--- src/rtl/wdog_pkg.sv ---
package wdog_pkg;

    localparam int unsigned WD_DATA_W = 32;
    localparam logic [15:0] WD_RESTART_KEY = 16'h4755;

    // Word index of each location (byte offset / 4)
    typedef enum logic [2:0] {
        REG_COUNT     = 3'd0,
        REG_RELOAD    = 3'd1,
        REG_KICK      = 3'd2,
        REG_CTRL      = 3'd3,
        REG_TO_STAT   = 3'd4,
        REG_TO_CLR    = 3'd5,
        REG_RST_WIDTH = 3'd6,
        REG_NONE      = 3'd7
    } wd_reg_e;

    // Control word, bit 0 first from the right
    typedef struct packed {
        logic full_chip;   // bit 5
        logic slow_clk;    // bit 4
        logic ext_en;      // bit 3
        logic irq_en;      // bit 2
        logic rst_en;      // bit 1
        logic enable;      // bit 0
    } wd_ctrl_t;

    localparam int unsigned WD_CTRL_W = $bits(wd_ctrl_t);

    // Load / stop command from the register file to the counter
    typedef struct packed {
        logic                 load;
        logic                 start;
        logic                 stop;
        logic [WD_DATA_W-1:0] value;
    } wd_cmd_t;

    function automatic logic wd_key_ok(input logic [WD_DATA_W-1:0] d);
        return d[15:0] == WD_RESTART_KEY;
    endfunction

    function automatic wd_ctrl_t wd_ctrl_from_word(input logic [WD_DATA_W-1:0] d);
        return wd_ctrl_t'(d[WD_CTRL_W-1:0]);
    endfunction

endpackage

--- src/rtl/wdog_regs.sv ---
module wdog_regs
    import wdog_pkg::*;
#(
    parameter int unsigned          ADDR_W      = 8,
    parameter logic [WD_DATA_W-1:0] RESET_COUNT = 32'h03EF1480
) (
    input  logic                 clk,
    input  logic                 rst,
    input  logic [ADDR_W-1:0]    bus_addr,
    input  logic                 bus_wr,
    input  logic [WD_DATA_W-1:0] bus_wdata,
    output logic [WD_DATA_W-1:0] bus_rdata,
    input  logic [WD_DATA_W-1:0] count_i,
    output wd_ctrl_t             ctrl_o,
    output logic [WD_DATA_W-1:0] reload_o,
    output wd_cmd_t              cmd_o
);

    localparam int unsigned IDX_W = ADDR_W - 2;
    localparam logic [IDX_W-1:0] NUM_WORDS = IDX_W'(7);

    logic [IDX_W-1:0]     widx;
    wd_reg_e              sel;
    wd_ctrl_t             ctrl_q;
    wd_ctrl_t             ctrl_new;
    logic [WD_DATA_W-1:0] reload_q;
    logic                 ctrl_wr;
    logic                 en_flip;
    logic                 kick;

    assign widx = bus_addr[ADDR_W-1:2];

    always_comb begin
        sel = REG_NONE;
        if (bus_addr[1:0] == 2'b00 && widx < NUM_WORDS) begin
            sel = wd_reg_e'(widx[2:0]);
        end
    end

    assign ctrl_new = wd_ctrl_from_word(bus_wdata);
    assign ctrl_wr  = bus_wr && (sel == REG_CTRL);
    assign en_flip  = ctrl_new.enable != ctrl_q.enable;
    assign kick     = bus_wr && (sel == REG_KICK) && wd_key_ok(bus_wdata);

    always_ff @(posedge clk) begin
        if (rst) begin
            ctrl_q   <= '0;
            reload_q <= RESET_COUNT;
        end else begin
            if (ctrl_wr && en_flip) begin
                ctrl_q <= ctrl_new;
            end
            if (bus_wr && sel == REG_RELOAD) begin
                reload_q <= bus_wdata;
            end
        end
    end

    always_comb begin
        cmd_o.load  = kick || (ctrl_wr && en_flip && ctrl_new.enable);
        cmd_o.start = (ctrl_wr && en_flip) ? ctrl_new.enable : ctrl_q.enable;
        cmd_o.stop  = ctrl_wr && en_flip && !ctrl_new.enable;
        cmd_o.value = reload_q;
    end

    always_comb begin
        unique case (sel)
            REG_COUNT:  bus_rdata = count_i;
            REG_RELOAD: bus_rdata = reload_q;
            REG_CTRL:   bus_rdata = WD_DATA_W'(ctrl_q);
            default:    bus_rdata = '0;
        endcase
    end

    assign ctrl_o   = ctrl_q;
    assign reload_o = reload_q;

    AST_CTRL_SAME_EN_IGNORED: assert property (@(posedge clk) disable iff (rst)
        (ctrl_wr && !en_flip) |=> $stable(ctrl_q));

endmodule

--- src/rtl/wdog_prescale.sv ---
module wdog_prescale #(
    parameter int unsigned DIV = 24
) (
    input  logic clk,
    input  logic rst,
    input  logic clear_i,
    input  logic run_i,
    input  logic slow_i,
    output logic tick_o
);

    generate
        if (DIV <= 1) begin : g_passthru
            assign tick_o = 1'b1;
        end else begin : g_div
            localparam int unsigned PW = $clog2(DIV);
            localparam logic [PW-1:0] LAST = PW'(DIV - 1);

            logic [PW-1:0] pcnt;

            always_ff @(posedge clk) begin
                if (rst || clear_i || !run_i || !slow_i) begin
                    pcnt <= '0;
                end else if (pcnt == LAST) begin
                    pcnt <= '0;
                end else begin
                    pcnt <= pcnt + 1'b1;
                end
            end

            assign tick_o = slow_i ? (pcnt == LAST) : 1'b1;
        end
    endgenerate

endmodule

--- src/rtl/wdog_core.sv ---
module wdog_core
    import wdog_pkg::*;
#(
    parameter logic [WD_DATA_W-1:0] RESET_COUNT = 32'h03EF1480
) (
    input  logic                 clk,
    input  logic                 rst,
    input  wd_cmd_t              cmd_i,
    input  wd_ctrl_t             ctrl_i,
    input  logic                 tick_i,
    output logic [WD_DATA_W-1:0] count_o,
    output logic                 running_o,
    output logic                 rst_req_o,
    output logic                 rst_full_o,
    output logic                 irq_o,
    output logic                 ext_o
);

    logic [WD_DATA_W-1:0] count_q;
    logic                 run_q;
    logic                 expire;

    assign expire = run_q && ctrl_i.enable && tick_i && (count_q <= 1);

    always_ff @(posedge clk) begin
        if (rst) begin
            count_q    <= RESET_COUNT;
            run_q      <= 1'b0;
            rst_req_o  <= 1'b0;
            rst_full_o <= 1'b0;
            irq_o      <= 1'b0;
            ext_o      <= 1'b0;
        end else begin
            rst_req_o  <= 1'b0;
            rst_full_o <= 1'b0;
            ext_o      <= 1'b0;
            if (cmd_i.load) begin
                count_q <= cmd_i.value;
                run_q   <= cmd_i.start;
                irq_o   <= 1'b0;
            end else if (cmd_i.stop) begin
                run_q <= 1'b0;
            end else if (expire) begin
                count_q    <= '0;
                run_q      <= 1'b0;
                rst_req_o  <= ctrl_i.rst_en;
                rst_full_o <= ctrl_i.rst_en && ctrl_i.full_chip;
                ext_o      <= ctrl_i.ext_en;
                if (ctrl_i.irq_en) begin
                    irq_o <= 1'b1;
                end
            end else if (run_q && ctrl_i.enable && tick_i) begin
                count_q <= count_q - 1'b1;
            end
        end
    end

    assign count_o   = count_q;
    assign running_o = run_q;

    AST_RST_PULSE_SINGLE: assert property (@(posedge clk) disable iff (rst)
        rst_req_o |=> !rst_req_o);
    AST_SCOPE_NEEDS_REQ: assert property (@(posedge clk) disable iff (rst)
        rst_full_o |-> rst_req_o);
    AST_REQ_AT_ZERO: assert property (@(posedge clk) disable iff (rst)
        rst_req_o |-> (count_q == '0));
    AST_EXT_PULSE_SINGLE: assert property (@(posedge clk) disable iff (rst)
        ext_o |=> !ext_o);
    AST_IRQ_STICKY: assert property (@(posedge clk) disable iff (rst)
        (irq_o && !cmd_i.load) |=> irq_o);
    AST_STOPPED_HOLDS: assert property (@(posedge clk) disable iff (rst)
        (!run_q && !cmd_i.load) |=> $stable(count_q));
    AST_DEC_BY_ONE: assert property (@(posedge clk) disable iff (rst)
        (run_q && tick_i && !cmd_i.load && !cmd_i.stop && count_q > 1)
        |=> (count_q == $past(count_q) - 1));

endmodule

--- src/rtl/wdog_keyed_top.sv ---
module wdog_keyed_top
    import wdog_pkg::*;
#(
    parameter int unsigned          ADDR_W       = 8,
    parameter int unsigned          PRESCALE_DIV = 24,
    parameter logic [WD_DATA_W-1:0] RESET_COUNT  = 32'h03EF1480
) (
    input  logic                 clk,
    input  logic                 rst,
    input  logic [ADDR_W-1:0]    bus_addr,
    input  logic                 bus_wr,
    input  logic [WD_DATA_W-1:0] bus_wdata,
    output logic [WD_DATA_W-1:0] bus_rdata,
    output logic                 rst_req,
    output logic                 rst_full_chip,
    output logic                 irq,
    output logic                 ext_pulse
);

    localparam logic [ADDR_W-1:0] KICK_ADDR = ADDR_W'(8);

    wd_ctrl_t             ctrl;
    wd_cmd_t              cmd;
    logic [WD_DATA_W-1:0] count;
    logic [WD_DATA_W-1:0] reload;
    logic                 running;
    logic                 tick;

    wdog_regs #(
        .ADDR_W      (ADDR_W),
        .RESET_COUNT (RESET_COUNT)
    ) regs_i (
        .clk       (clk),
        .rst       (rst),
        .bus_addr  (bus_addr),
        .bus_wr    (bus_wr),
        .bus_wdata (bus_wdata),
        .bus_rdata (bus_rdata),
        .count_i   (count),
        .ctrl_o    (ctrl),
        .reload_o  (reload),
        .cmd_o     (cmd)
    );

    wdog_prescale #(
        .DIV (PRESCALE_DIV)
    ) presc_i (
        .clk     (clk),
        .rst     (rst),
        .clear_i (cmd.load),
        .run_i   (running),
        .slow_i  (ctrl.slow_clk),
        .tick_o  (tick)
    );

    wdog_core #(
        .RESET_COUNT (RESET_COUNT)
    ) core_i (
        .clk        (clk),
        .rst        (rst),
        .cmd_i      (cmd),
        .ctrl_i     (ctrl),
        .tick_i     (tick),
        .count_o    (count),
        .running_o  (running),
        .rst_req_o  (rst_req),
        .rst_full_o (rst_full_chip),
        .irq_o      (irq),
        .ext_o      (ext_pulse)
    );

    AST_KEY_LOADS_RELOAD: assert property (@(posedge clk) disable iff (rst)
        (bus_wr && bus_addr == KICK_ADDR && wd_key_ok(bus_wdata))
        |=> (count == $past(reload)));

endmodule

--- config.mk ---
export PLATFORM = sky130hd
export DESIGN_NAME = wdog_keyed_top
export DESIGN_NICKNAME = d
export VERILOG_FILES = /design/src/rtl/wdog_pkg.sv /design/src/rtl/wdog_regs.sv /design/src/rtl/wdog_prescale.sv /design/src/rtl/wdog_core.sv /design/src/rtl/wdog_keyed_top.sv
export SDC_FILE = /design/constraint.sdc
export NUM_CORES = 1
export LEC_CHECK = 0
export BUFFER_PORTS_ARGS = -buffer_cell sky130_fd_sc_hd__clkbuf_2
export CAP_MARGIN = 15
export CORE_MARGIN = 2
export CORE_UTILIZATION = 53
export CTS_BUF_LIST = sky130_fd_sc_hd__clkbuf_16
export CTS_CLUSTER_SIZE = 28
export DETAILED_ROUTE_END_ITERATION = 10
export PLACE_DENSITY = 0.87
export SYNTH_ARGS = -nofsm -noshare
export SYNTH_HDL_FRONTEND = slang
export SYNTH_SLANG_ARGS = --single-unit
export TNS_END_PERCENT = 10
--- constraint.sdc ---
create_clock -name clk -period 2.97 [get_ports clk]
set_input_delay 0.297 -clock clk [delete_from_list [all_inputs] [get_ports clk]]
set_output_delay 0.297 -clock clk [all_outputs]
set_load 0.02 [all_outputs]
After elaboration in Yosys (flattened, before gate mapping) --
Cells that the tools add are included.
Cells by class: $add $sub $neg 2, order comparisons 2, eq/ne operators 7, multiplexer cells 11, bitwise operators 2, reduce and logical (&&, ||, !) cells 28
Operators with widths (count):
- two-way mux 32 bit | 4
- one-hot mux 32 bit (3 select lines) | 1
- <= comparator 32 x 1 -> 1 bit, second input constant | 1
- subtractor 32 x 1 -> 32 bit, second input constant | 1
- equality test 16 x 15 -> 1 bit, second input constant | 1
- logical AND 1 bit | 12
- equality test 3 x 2 -> 1 bit, second input constant | 2
- < comparator 6 x 3 -> 1 bit, second input constant | 1
- nonzero test 3 bit | 2
- adder 5 x 1 -> 5 bit, second input constant | 1
- equality test 5 bit, second input constant | 1
- two-way mux 1 bit | 5
- logical OR 1 bit | 4
- OR reduction 2 bit | 2
- OR reduction 4 bit | 1
- equality test 3 x 1 -> 1 bit, second input constant | 1
- zero test 1 bit | 3
- zero test 3 bit | 1
- two-way mux 3 bit | 1
- AND reduction 3 bit | 1
- zero test 2 bit | 1
- != test 2 x 1 -> 1 bit, second input constant | 1
- inverter 1 bit | 2
- AND reduction 2 bit | 1
- != test 1 bit | 1
Storage, ports and cells: bits in registers 80, bits of input ports 43, output and inout port bits 36, word-level logic and storage cells 66

Logic depth before layout (Yosys ltp) --
Gate-level depths: netlist (run 1).
depth after elaboration 12, gate-level depth with buffers 10, mapped depth without buffers 8

Hierarchy --
A second synthesis (run 1) with hierarchy kept.
Second synthesis, totals: cell total of the unflattened synthesis 555, area total of the unflattened synthesis 4750.8 um^2
Modules (own cells, without submodules):
- wdog_regs | times used 1, cells an instance 276, area each 2412.3 um^2, sequential area each 760.7 um^2
- wdog_core | times used 1, cells an instance 258, area each 2132.0 um^2, sequential area each 740.7 um^2
- wdog_prescale | times used 1, cells an instance 21, area each 206.4 um^2, sequential area each 100.1 um^2

Least setup slack after synthesis (run 1) --
Ideal clock, no wire load.
kind input-to-output, start input bus_addr[1], end output bus_rdata[10], data arrival time 2.075 ns, required time 2.673 ns, path slack 0.598 ns, cell stages on the path 5, buffers on the path 1, cell sequence nor4_1 > nand2_1 > nor3_1 > clkbuf_1 > a22o_1
On the way: longest elaborated chain between the ends 5, elaborated cells between the ends (all ways) 7, classes of those cells eq/ne (2); mux (2); reduce/logical (3)
Ends and longest elaborated chain:
- start, declared | RTL line wdog_keyed_top.sv:10 | input logic [ADDR_W-1:0] bus_addr,
- zero test 2 bit * | RTL line wdog_regs.sv:35 | if (bus_addr[1:0] == 2'b00 && widx < NUM_WORDS) begin
- logical AND 1 bit * | RTL line wdog_regs.sv:35
- two-way mux 3 bit * | RTL line wdog_regs.sv:35
- equality test 3 x 2 -> 1 bit, or another cell as far along | RTL line wdog_regs.sv:67 | unique case (sel)
- one-hot mux 32 bit (3 select lines) * | RTL line wdog_regs.sv:67
- end, declared | RTL line wdog_keyed_top.sv:13 | output logic [WD_DATA_W-1:0] bus_rdata,
Mark *: on every way between the ends. The rest lies on a longest branch, timed or not.

Final worst setup path (run 1) --
start register core_i.count_q[8], in the netlist core_i.count_o[8], end register core_i.count_q[24], in the netlist core_i.count_o[24]
On the way: longest elaborated chain between the ends 5, elaborated cells between the ends (all ways) 9, classes of those cells add/sub (1); order compare (1); mux (4); reduce/logical (3)
Ends and longest elaborated chain:
- start, declared | RTL line wdog_core.sv:19 | logic [WD_DATA_W-1:0] count_q;
- start signal, assigned | RTL line wdog_core.sv:38 | count_q <= cmd_i.value;
- start signal, assigned | RTL line wdog_core.sv:53 | count_q <= count_q - 1'b1;
- subtractor 32 x 1 -> 32 bit / <= comparator 32 x 1 -> 1 bit (equally long branches) | RTL line wdog_core.sv:53, wdog_core.sv:23
- two-way mux 32 bit / logical AND 1 bit (equally long branches) | RTL line wdog_core.sv:52, wdog_core.sv:23
- two-way mux 32 bit | RTL line wdog_core.sv:43 | end else if (expire) begin
- two-way mux 32 bit | RTL line wdog_core.sv:41 | end else if (cmd_i.stop) begin
- two-way mux 32 bit | RTL line wdog_core.sv:37 | if (cmd_i.load) begin
Parallel ways exist; a longest one is shown, timed or not. The select of a mux whose other input is x is not followed. A chain may end at the register's enable or synchronous reset.

==> impl_metrics.json, run 1 <==
{
  "setup_viol": 0,
  "fin_worst_skew_ns": 0.00567,
  "dr_wl_met3_microns": 1140,
  "grt_overflow": 0,
  "setup_tns_ns": 0,
  "synth_seq_cells": 80,
  "synth_top_area_cell": "dfxtp_1",
  "gp_congestion": 0.975,
  "wire_per_inst_microns": 17.7,
  "wl_met2_microns": 6010,
  "rows": 33,
  "netlist_area_sq_um": 4400,
  "hold_violations": 0,
  "slew-limit-headroom_pct": 35.7,
  "synth_area_leaders": "dfxtp_1 (36%), nand2_1 (9.2%), a22o_1 (5.2%), a21oi_1 (3.6%), nand3_1 (3.6%)",
  "hold_path_depth": 3,
  "synth_common_cells": "nand2_1 (108), dfxtp_1 (80), nor2_1 (37)",
  "start_util_pct": 54.1,
  "antennaDiodeCount": 0,
  "synth_edf_count": 0,
  "whs_ns": 0.166,
  "highest_layer": "met4",
  "hold_class": "in2reg",
  "die_area_sq_um": 9040,
  "wl_met1_microns": 5580,
  "tritoncts": "yes",
  "dp_hpwl_microns": 9340,
  "via_per_inst": 6.16,
  "synthCells": 553,
  "synth_flop_cell": "dfxtp_1",
  "grt_usage_pct": 29.5,
  "clk-insertion-delay-late_ns": 0.34,
  "synth_cell_types": 58,
  "grt_pass1_vias": 4137,
  "max_freq_mhz": 415,
  "worst_pin_slew_ns": 0.964,
  "post-route-period-util_pct": 81.1,
  "grt_pass1_wl_microns": 20700,
  "synth.most_common_cell": "nand2_1",
  "io_pins": 79,
  "synth_area_per_cell_sq_um": 7.95,
  "yosysWarnings": 0,
  "crit_type": "reg2reg",
  "cts_root_buf": "clkbuf_16",
  "drv_slew": 0,
  "io_buffer_count": 78,
  "p_leak_nw": 2.02,
  "rr_worst_depth": 6,
  "fin_nets": 670,
  "clock-sinks": 80,
  "grt_antenna_before_repair": 0,
  "outcome": "complete, no violations",
  "seq_area_frac_synth_pct": 36.4,
  "critPathLaunchType": "flop",
  "fin_util_pct": 64.0,
  "synth.top_cell.area_share_pct": 36.4,
  "cts_setup_buffers": 0,
  "coreArea_sq_um": 8130,
  "h-tree-depth": 3,
  "power.density_nw_per_um2": 436,
  "nFillCells": 696,
  "area_growth_pct": 18.4,
  "cts_buffer_depth": 2,
  "cts_buffers": 9,
  "critical_path_peak_fanout": 7,
  "min_period_ns": 2.41,
  "ant_nets": 0,
  "ir_drop_mv": 0.277,
  "die_h_microns": 95.1,
  "drc": 0,
  "required_ns": 3.19,
  "rsz0062_at_grt": "no",
  "drive_above_1_share_pct": 21.2,
  "drv_cap": 0,
  "totalWireLength_microns": 12900,
  "first_iter_violations": 462,
  "die_w_microns": 95.1,
  "vias": 4514,
  "mappedNetlistNets": 599,
  "dr.pass1.iters": 5,
  "cp-end-kind": "flop",
  "crit_arrival_ns": 2.63,
  "cts_resized": 0,
  "holdBufCountCts": 0,
  "grt_max_degree": 50,
  "path_clk_slew_ns": 0.06,
  "async_reset_ff_share_pct": 0
}
[metrics by stage]
stage / power (W) / instances / setup slack, ns / cell area [sq um]
final: 0.00227 / 733 / 0.560 / 5210
after CTS: 0.00228 / 733 / 0.591 / 5210
after floorplan: 0.00116 / 553 / 0.598 / 4400
after global routing: 0.00234 / 733 / 0.451 / 5210
after detailed placement: 0.00121 / 718 / 0.416 / 4920
after global placement: 0.00121 / 718 / 0.490 / 4920
[flip-flops by register name, indices dropped and copies added (netlist names)]
register / cells
core_i.rst_req_o: 1
presc_i.g_div.pcnt: 5
core_i.rst_full_o: 1
regs_i.ctrl_o: 6
core_i.ext_o: 1
core_i.irq_o: 1
core_i.running_o: 1
core_i.count_o: 32
regs_i.reload_o: 32
[layout by cell type (no fill, tap or decap), types with 4 or more instances in the layout]
cell type and count:
a211o_1 4, a31oi_1 14, nand3_1 32, a22oi_1 6
xnor2_1 17, clkbuf_2 78, nand4_1 10, nand2_1 108
nand4b_1 4, nor4_1 7, buf_4 16, xor2_1 8
nor3_1 14, and2_1 6, o21ai_0 17, clkbuf_16 9
nor2_1 36, nand3b_1 19, mux2_2 6, dfxtp_1 80
or4_1 5, inv_1 6, a22o_1 26, mux2i_1 6
a21oi_1 32
[final cells by class]
type                    count  area [sq um]  area share, %
flip-flops and latches     80          1600           30.8
inverters                   5          18.8          0.360
clock inverters             6          62.6           1.20
clock buffers               9           225           4.32
multi-input cells         433          2640           50.6
repair buffers             95           531           10.2
well taps                 105           131           2.52
[worst max-delay path, stage by stage, from the launching register on]
cell       delay (ns)
dfxtp_1          0.36
or4_1            0.63
nor2_1           0.42
nand3_1          0.26
a2111oi_4        0.39
xnor2_1          0.16
o21ai_1          0.09
[metal layers]
metal  track usage [%]  vias to the layer above
met5                 0                        -
li1                  -                     2128
met3              5.93                       25
met2              44.6                      229
met4              10.0                        0
met1              41.9                     2132
[cell families (layout without fill, tap and decap cells)]
group | after synthesis | count (layout) | synth area share [%]
flip-flops | 80 | 80 | 36.4
AND/OR/NAND/NOR | 280 | 280 | 33.3
XOR/XNOR | 25 | 25 | 4.98
multiplexers | 12 | 12 | 2.90
buffers and inverters | 40 | 115 | 3.87
AO/OA/AOI/OAI | 113 | 113 | 17.6
adder cells (fa/ha/maj) | 3 | 3 | 0.854
[report_power, final]
group	switching, W	internal, W	leakage [nW]
logic	0.0000623	0.0000456	1.24
registers	0.00000672	0.00108	0.646
clock network	0.000437	0.000643	0.139
[path summary, 6_finish.rpt]
| kind | slack (ns) | end | from |
|---|---|---|---|
| min | 0.17 | regs_i.reload_o[25] | bus_wdata[25] |
| min reg2reg | 0.45 | presc_i.g_div.pcnt[0] | presc_i.g_div.pcnt[0] |
| max reg2reg | 0.56 | core_i.count_o[24] | core_i.count_o[8] |
| max | 0.56 | core_i.count_o[24] | core_i.count_o[8] |
Power figures use the tool's default switching activity.
==> inputs of run 2 (changes only) <==
--- a/config.mk
+++ b/config.mk
@@ -8,11 +8,11 @@
 export BUFFER_PORTS_ARGS = -buffer_cell sky130_fd_sc_hd__clkbuf_2
 export CAP_MARGIN = 15
 export CORE_MARGIN = 2
-export CORE_UTILIZATION = 53
+export CORE_UTILIZATION = 51
 export CTS_BUF_LIST = sky130_fd_sc_hd__clkbuf_16
 export CTS_CLUSTER_SIZE = 28
 export DETAILED_ROUTE_END_ITERATION = 10
-export PLACE_DENSITY = 0.87
+export PLACE_DENSITY = 0.88
 export SYNTH_ARGS = -nofsm -noshare
 export SYNTH_HDL_FRONTEND = slang
 export SYNTH_SLANG_ARGS = --single-unit
==> constraint.sdc (replaced) <==
create_clock -name clk -period 2.2 [get_ports clk]
set_input_delay 0.22 -clock clk [delete_from_list [all_inputs] [get_ports clk]]
set_output_delay 0.22 -clock clk [all_outputs]
set_load 0.02 [all_outputs]
==> impl_metrics.json, run 2 (synthesis results as in run 1) <==
{
  "die_h_microns": 96.9,
  "post-route-period-util_pct": 104,
  "totalWireLength_microns": 15500,
  "stdcell_count": 808,
  "grt_max_degree": 33,
  "path_cells": "or4_1, nor4_1, and4bb_2, nor3b_4, buf_4, a211o_1",
  "min_to": "regs_i.reload_o[18]",
  "post-route-worst-setup-slack_ns": -0.0825,
  "slew-limit-headroom_pct": 49.3,
  "setup_viol": 19,
  "drv_slew": 0,
  "io_pins": 79,
  "hold_class": "in2reg",
  "worst_pin_slew_ns": 0.761,
  "drive_above_1_share_pct": 32.7,
  "die_w_microns": 96.9,
  "hold_path_depth": 3,
  "first_iter_violations": 554,
  "cts_root_buf": "clkbuf_16",
  "vias": 5154,
  "critical_path_peak_fanout": 11,
  "cp-end-kind": "flop",
  "rr_worst_depth": 6,
  "drv_cap": 0,
  "clock-sinks": 80,
  "dr.pass1.iters": 6,
  "drc": 0,
  "regToRegEndpoint": "core_i.count_o[17]",
  "min-delay-start": "bus_wdata[18]",
  "start_util_pct": 53.0,
  "path_clk_slew_ns": 0.06,
  "fin_util_pct": 71.5,
  "cts_buffers": 9,
  "tritoncts": "yes",
  "place_area_sq_um": 5430,
  "rsz0062_at_grt": "yes",
  "cp_top_family": "simple AND/OR/NAND/NOR gates",
  "final_area_sq_um": 5940,
  "dp_hpwl_microns": 10500,
  "power_w": 0.00312,
  "rows": 33,
  "crit_slowest_cell": "or4_1",
  "grt_usage_pct": 30.8,
  "power.density_nw_per_um2": 526,
  "crit_type": "reg2reg",
  "violations": "negative setup slack",
  "wire_per_inst_microns": 19.1,
  "grt_pass1_wl_microns": 23700,
  "cts_buffer_depth": 2,
  "antennaDiodeCount": 0,
  "holdBufCountCts": 0,
  "layout_common_cells": "nand2_1 (107), buf_4 (87), dfxtp_1 (78)",
  "via_per_inst": 6.38,
  "die_area_sq_um": 9380,
  "max_freq_mhz": 438,
  "area_growth_pct": 35.0,
  "min_period_ns": 2.28,
  "grt_pass1_vias": 4646,
  "coreArea_sq_um": 8300,
  "path_buf_inv": 1,
  "ant_nets": 0,
  "layout_commonest_cell": "nand2_1",
  "r2r_start": "core_i.count_o[2]",
  "fin_nets": 744,
  "clk-insertion-delay-late_ns": 0.34,
  "crit_arrival_ns": 2.51,
  "ir_drop_mv": 0.442,
  "p_leak_nw": 2.44,
  "pre_cts_ws_ns": -0.594,
  "gp_congestion": 0.939,
  "required_ns": 2.43,
  "grt_overflow": 0,
  "outcome": "finished, violations left",
  "h-tree-depth": 3,
  "io_buffer_count": 78,
  "dpl.cell_count": 786,
  "critical-path-max-stage-delay_ns": 0.58,
  "hold_violations": 0,
  "critPathLaunchType": "flop",
  "fin_worst_skew_ns": 0.00474,
  "rrSetupSlack_ns": -0.08,
  "grt_antenna_before_repair": 0
}
[run 2: worst min-delay path, cell delays in order]
cell and delay, ns:
clkbuf_2 0.08, nand2_1 0.04, nand3b_1 0.06
[run 2: what timing repair did]
item,CTS,global route
gates resized for setup,4,40
buffers inserted,2,3
pin swaps,4,12
gates cloned,0,1
endpoints found under the setup margin,32,56
[run 2: worst max path at each step]
stage | from | end | slack (ns) | depth (start not counted)
6_report | core_i.count_o[2] | core_i.count_o[17] | -0.08 | 6
5_1_grt | core_i.count_o[2] | core_i.count_o[30] | -0.07 | 6
4_1_cts | core_i.count_o[17] | core_i.count_o[24] | -0.04 | 7
3_5_place_dp | presc_i.g_div.pcnt[0] | core_i.count_o[5] | -0.59 | 7
3_3_place_gp | presc_i.g_div.pcnt[0] | core_i.count_o[5] | -0.45 | 7
2_1_floorplan | core_i.count_o[0] | core_i.count_o[5] | -0.02 | 10
[run 2: cell type report]
cell class / count / area, sq um
sequential: 80 / 1600
tap: 105 / 131
multi-input combinational: 433 / 2780
clock buffer: 9 / 225
inverter: 5 / 18.8
fill: 574 / 2360
timing repair buffer: 169 / 1110
clock inverter: 7 / 65.1
[run 2: routing by layer]
metal | part of all wire [%] | routed length (microns) | global-route usage (%)
met1 | 40 | 6120 | 41.4
met2 | 47 | 7250 | 50.2
met3 | 11 | 1670 | 6.14
met4 | 2.8 | 427 | 8.56
met5 | 0 | 0 | 0
[run 2: power by group]
| part | internal (W) | switching [W] |
|---|---|---|
| combinational | 0.0000869 | 0.000105 |
| clock | 0.000868 | 0.000601 |
| sequential | 0.00146 | 0.00000494 |
| total | 0.00241 | 0.000711 |
[run 2: per-stage QoR]
stage	setup TNS [ns]	hold slack (ns)
after floorplan	-0.0181	0.344
after global placement	-7.79	0.430
after detailed placement	-9.60	0.438
after CTS	-0.0917	0.0891
after global routing	-0.829	0.0897
final	-0.964	0.0865
==> inputs of run 3 (changes only) <==
--- a/config.mk
+++ b/config.mk
@@ -8,11 +8,11 @@
 export BUFFER_PORTS_ARGS = -buffer_cell sky130_fd_sc_hd__clkbuf_2
 export CAP_MARGIN = 15
 export CORE_MARGIN = 2
-export CORE_UTILIZATION = 51
+export CORE_UTILIZATION = 44
 export CTS_BUF_LIST = sky130_fd_sc_hd__clkbuf_16
 export CTS_CLUSTER_SIZE = 28
 export DETAILED_ROUTE_END_ITERATION = 10
-export PLACE_DENSITY = 0.88
+export PLACE_DENSITY = 0.79
 export SYNTH_ARGS = -nofsm -noshare
 export SYNTH_HDL_FRONTEND = slang
 export SYNTH_SLANG_ARGS = --single-unit
==> impl_metrics.json, run 3 (synthesis results as in run 1) <==
{
  "drc": 0,
  "tritoncts": "yes",
  "totalWireLength_microns": 14700,
  "area_growth_pct": 36.7,
  "critical_path_peak_fanout": 13,
  "grt_usage_pct": 27.0,
  "io_pins": 79,
  "setup_viol": 4,
  "wire_per_inst_microns": 17.5,
  "critPathLaunchType": "flop",
  "crit_arrival_ns": 2.44,
  "antennaDiodeCount": 0,
  "first_iter_violations": 495,
  "path_buf_inv": 2,
  "switching_share_pct": 20.2,
  "required_ns": 2.43,
  "post-route-period-util_pct": 100,
  "path_clk_slew_ns": 0.06,
  "post-route-worst-setup-slack_ns": -0.0108,
  "p_int_w": 0.00276,
  "drv_cap": 0,
  "critical-path-max-stage-delay_ns": 0.56,
  "cp-end-kind": "flop",
  "pre_cts_ws_ns": -0.499,
  "final_area_sq_um": 6010,
  "h-tree-depth": 3,
  "layout_commonest_cell": "nand2_1",
  "rsz0062_at_grt": "yes",
  "fin_nets": 750,
  "setup_tns_ns": -0.0236,
  "die_area_sq_um": 10800,
  "vias": 4869,
  "min_period_ns": 2.21,
  "rows": 36,
  "grt_pass1_wl_microns": 23600,
  "ant_nets": 0,
  "pwr-share-clk_pct": 52.4,
  "cts_buffers": 9,
  "dr.pass1.iters": 7,
  "drive_above_1_share_pct": 32.3,
  "outcome": "finished, violations left",
  "startpoint": "core_i.count_o[14]",
  "dp_hpwl_microns": 10700,
  "die_w_microns": 104,
  "hold_class": "in2reg",
  "comb_power_share_pct": 5.4,
  "r2r_start": "core_i.count_o[14]",
  "min-delay-start": "bus_wdata[18]",
  "grt_antenna_before_repair": 0,
  "crit_type": "reg2reg",
  "gp_congestion": 0.978,
  "path_cells": "or4_4, nor4_4, and4bb_2, nor3b_4, buf_6, buf_4, a211o_1",
  "hold_violations": 0,
  "coreArea_sq_um": 9730,
  "path_depth": 7,
  "grt_max_degree": 33,
  "place_area_sq_um": 5500,
  "cts_buffer_depth": 2,
  "regToRegEndpoint": "core_i.count_o[19]",
  "max_freq_mhz": 452,
  "p_leak_nw": 2.48,
  "cts_root_buf": "clkbuf_16",
  "worst_pin_slew_ns": 0.507,
  "power.density_nw_per_um2": 575,
  "ir_drop_mv": 0.397,
  "grt_overflow": 0,
  "start_util_pct": 45.2,
  "holdBufCountCts": 0,
  "fin_worst_skew_ns": 0.00805,
  "cp_top_family": "simple AND/OR/NAND/NOR gates",
  "rr_worst_depth": 7,
  "slew-limit-headroom_pct": 66.2,
  "power.switching_w": 0.000699,
  "drv_slew": 0,
  "clk-insertion-delay-late_ns": 0.34,
  "io_buffer_count": 78,
  "power_frac_seq_pct": 42.3,
  "die_h_microns": 104,
  "layout_common_cells": "nand2_1 (108), buf_4 (93), dfxtp_1 (78), clkbuf_2 (78), nor2_1 (33)",
  "endpoint": "core_i.count_o[19]",
  "via_per_inst": 5.79,
  "grt_pass1_vias": 4757,
  "crit_slowest_cell": "or4_4",
  "violations": "negative setup slack",
  "rrSetupSlack_ns": -0.01,
  "clock-sinks": 80
}
-- run 3: through the flow --
step	hold WS, ns	instances	total power [W]	utilization, %
2_1_floorplan	0.344	553	0.00157	-
3_3_place_gp	0.431	820	0.00166	56.5
3_5_place_dp	0.435	820	0.00167	56.5
4_1_cts	0.0839	840	0.00347	60.8
5_1_grt	0.102	841	0.00356	61.8
6_report	0.0916	841	0.00345	61.8
-- run 3: power by group through the flow --
stage | Clock, W | Sequential [W] | Combinational (W)
floorplan | 0 | 0.00149 | 0.0000748
global placement | 0 | 0.00149 | 0.000174
detailed placement | 0 | 0.00149 | 0.000176
CTS | 0.00183 | 0.00146 | 0.000180
global route | 0.00190 | 0.00146 | 0.000199
finish | 0.00181 | 0.00146 | 0.000185
-- run 3: layout make-up --
type,count,area (sq um)
Clock inverter,6,133
Fill cell,852,3720
Sequential cell,80,1600
Inverter,5,18.8
Multi-Input combinational cell,433,2730
Tap cell,133,166
Clock buffer,9,225
Timing Repair Buffer,175,1130
-- run 3: metal layers --
layer | wire, microns | track usage [%] | vias up | share of wire, %
met5 | 0 | 0 | - | 0
met4 | 520 | 12.2 | 0 | 3.5
met3 | 1260 | 5.20 | 59 | 8.6
met2 | 6660 | 43.3 | 252 | 45
met1 | 6250 | 35.3 | 2263 | 43
li1 | - | - | 2295 | -
-- run 3: worst min-delay path by stage --
stage                                to  slack (ns)  cells past startpoint
global route        regs_i.reload_o[23]        0.10                      3
detailed placement  regs_i.reload_o[23]        0.44                      3
global placement    regs_i.reload_o[24]        0.43                      3
floorplan           regs_i.reload_o[16]        0.34                      2
CTS                 regs_i.reload_o[25]        0.08                      3
finish              regs_i.reload_o[18]        0.09                      3
-- run 3: timing repair --
action,in CTS,in global routing
endpoints found under the setup margin,28,24
resized for setup,5,23
setup buffers,5,1
pin swaps,3,6
-- run 3: worst min-delay path: stages --
cell and delay, ns:
clkbuf_2 0.07, nand2_1 0.04, nand3b_1 0.07
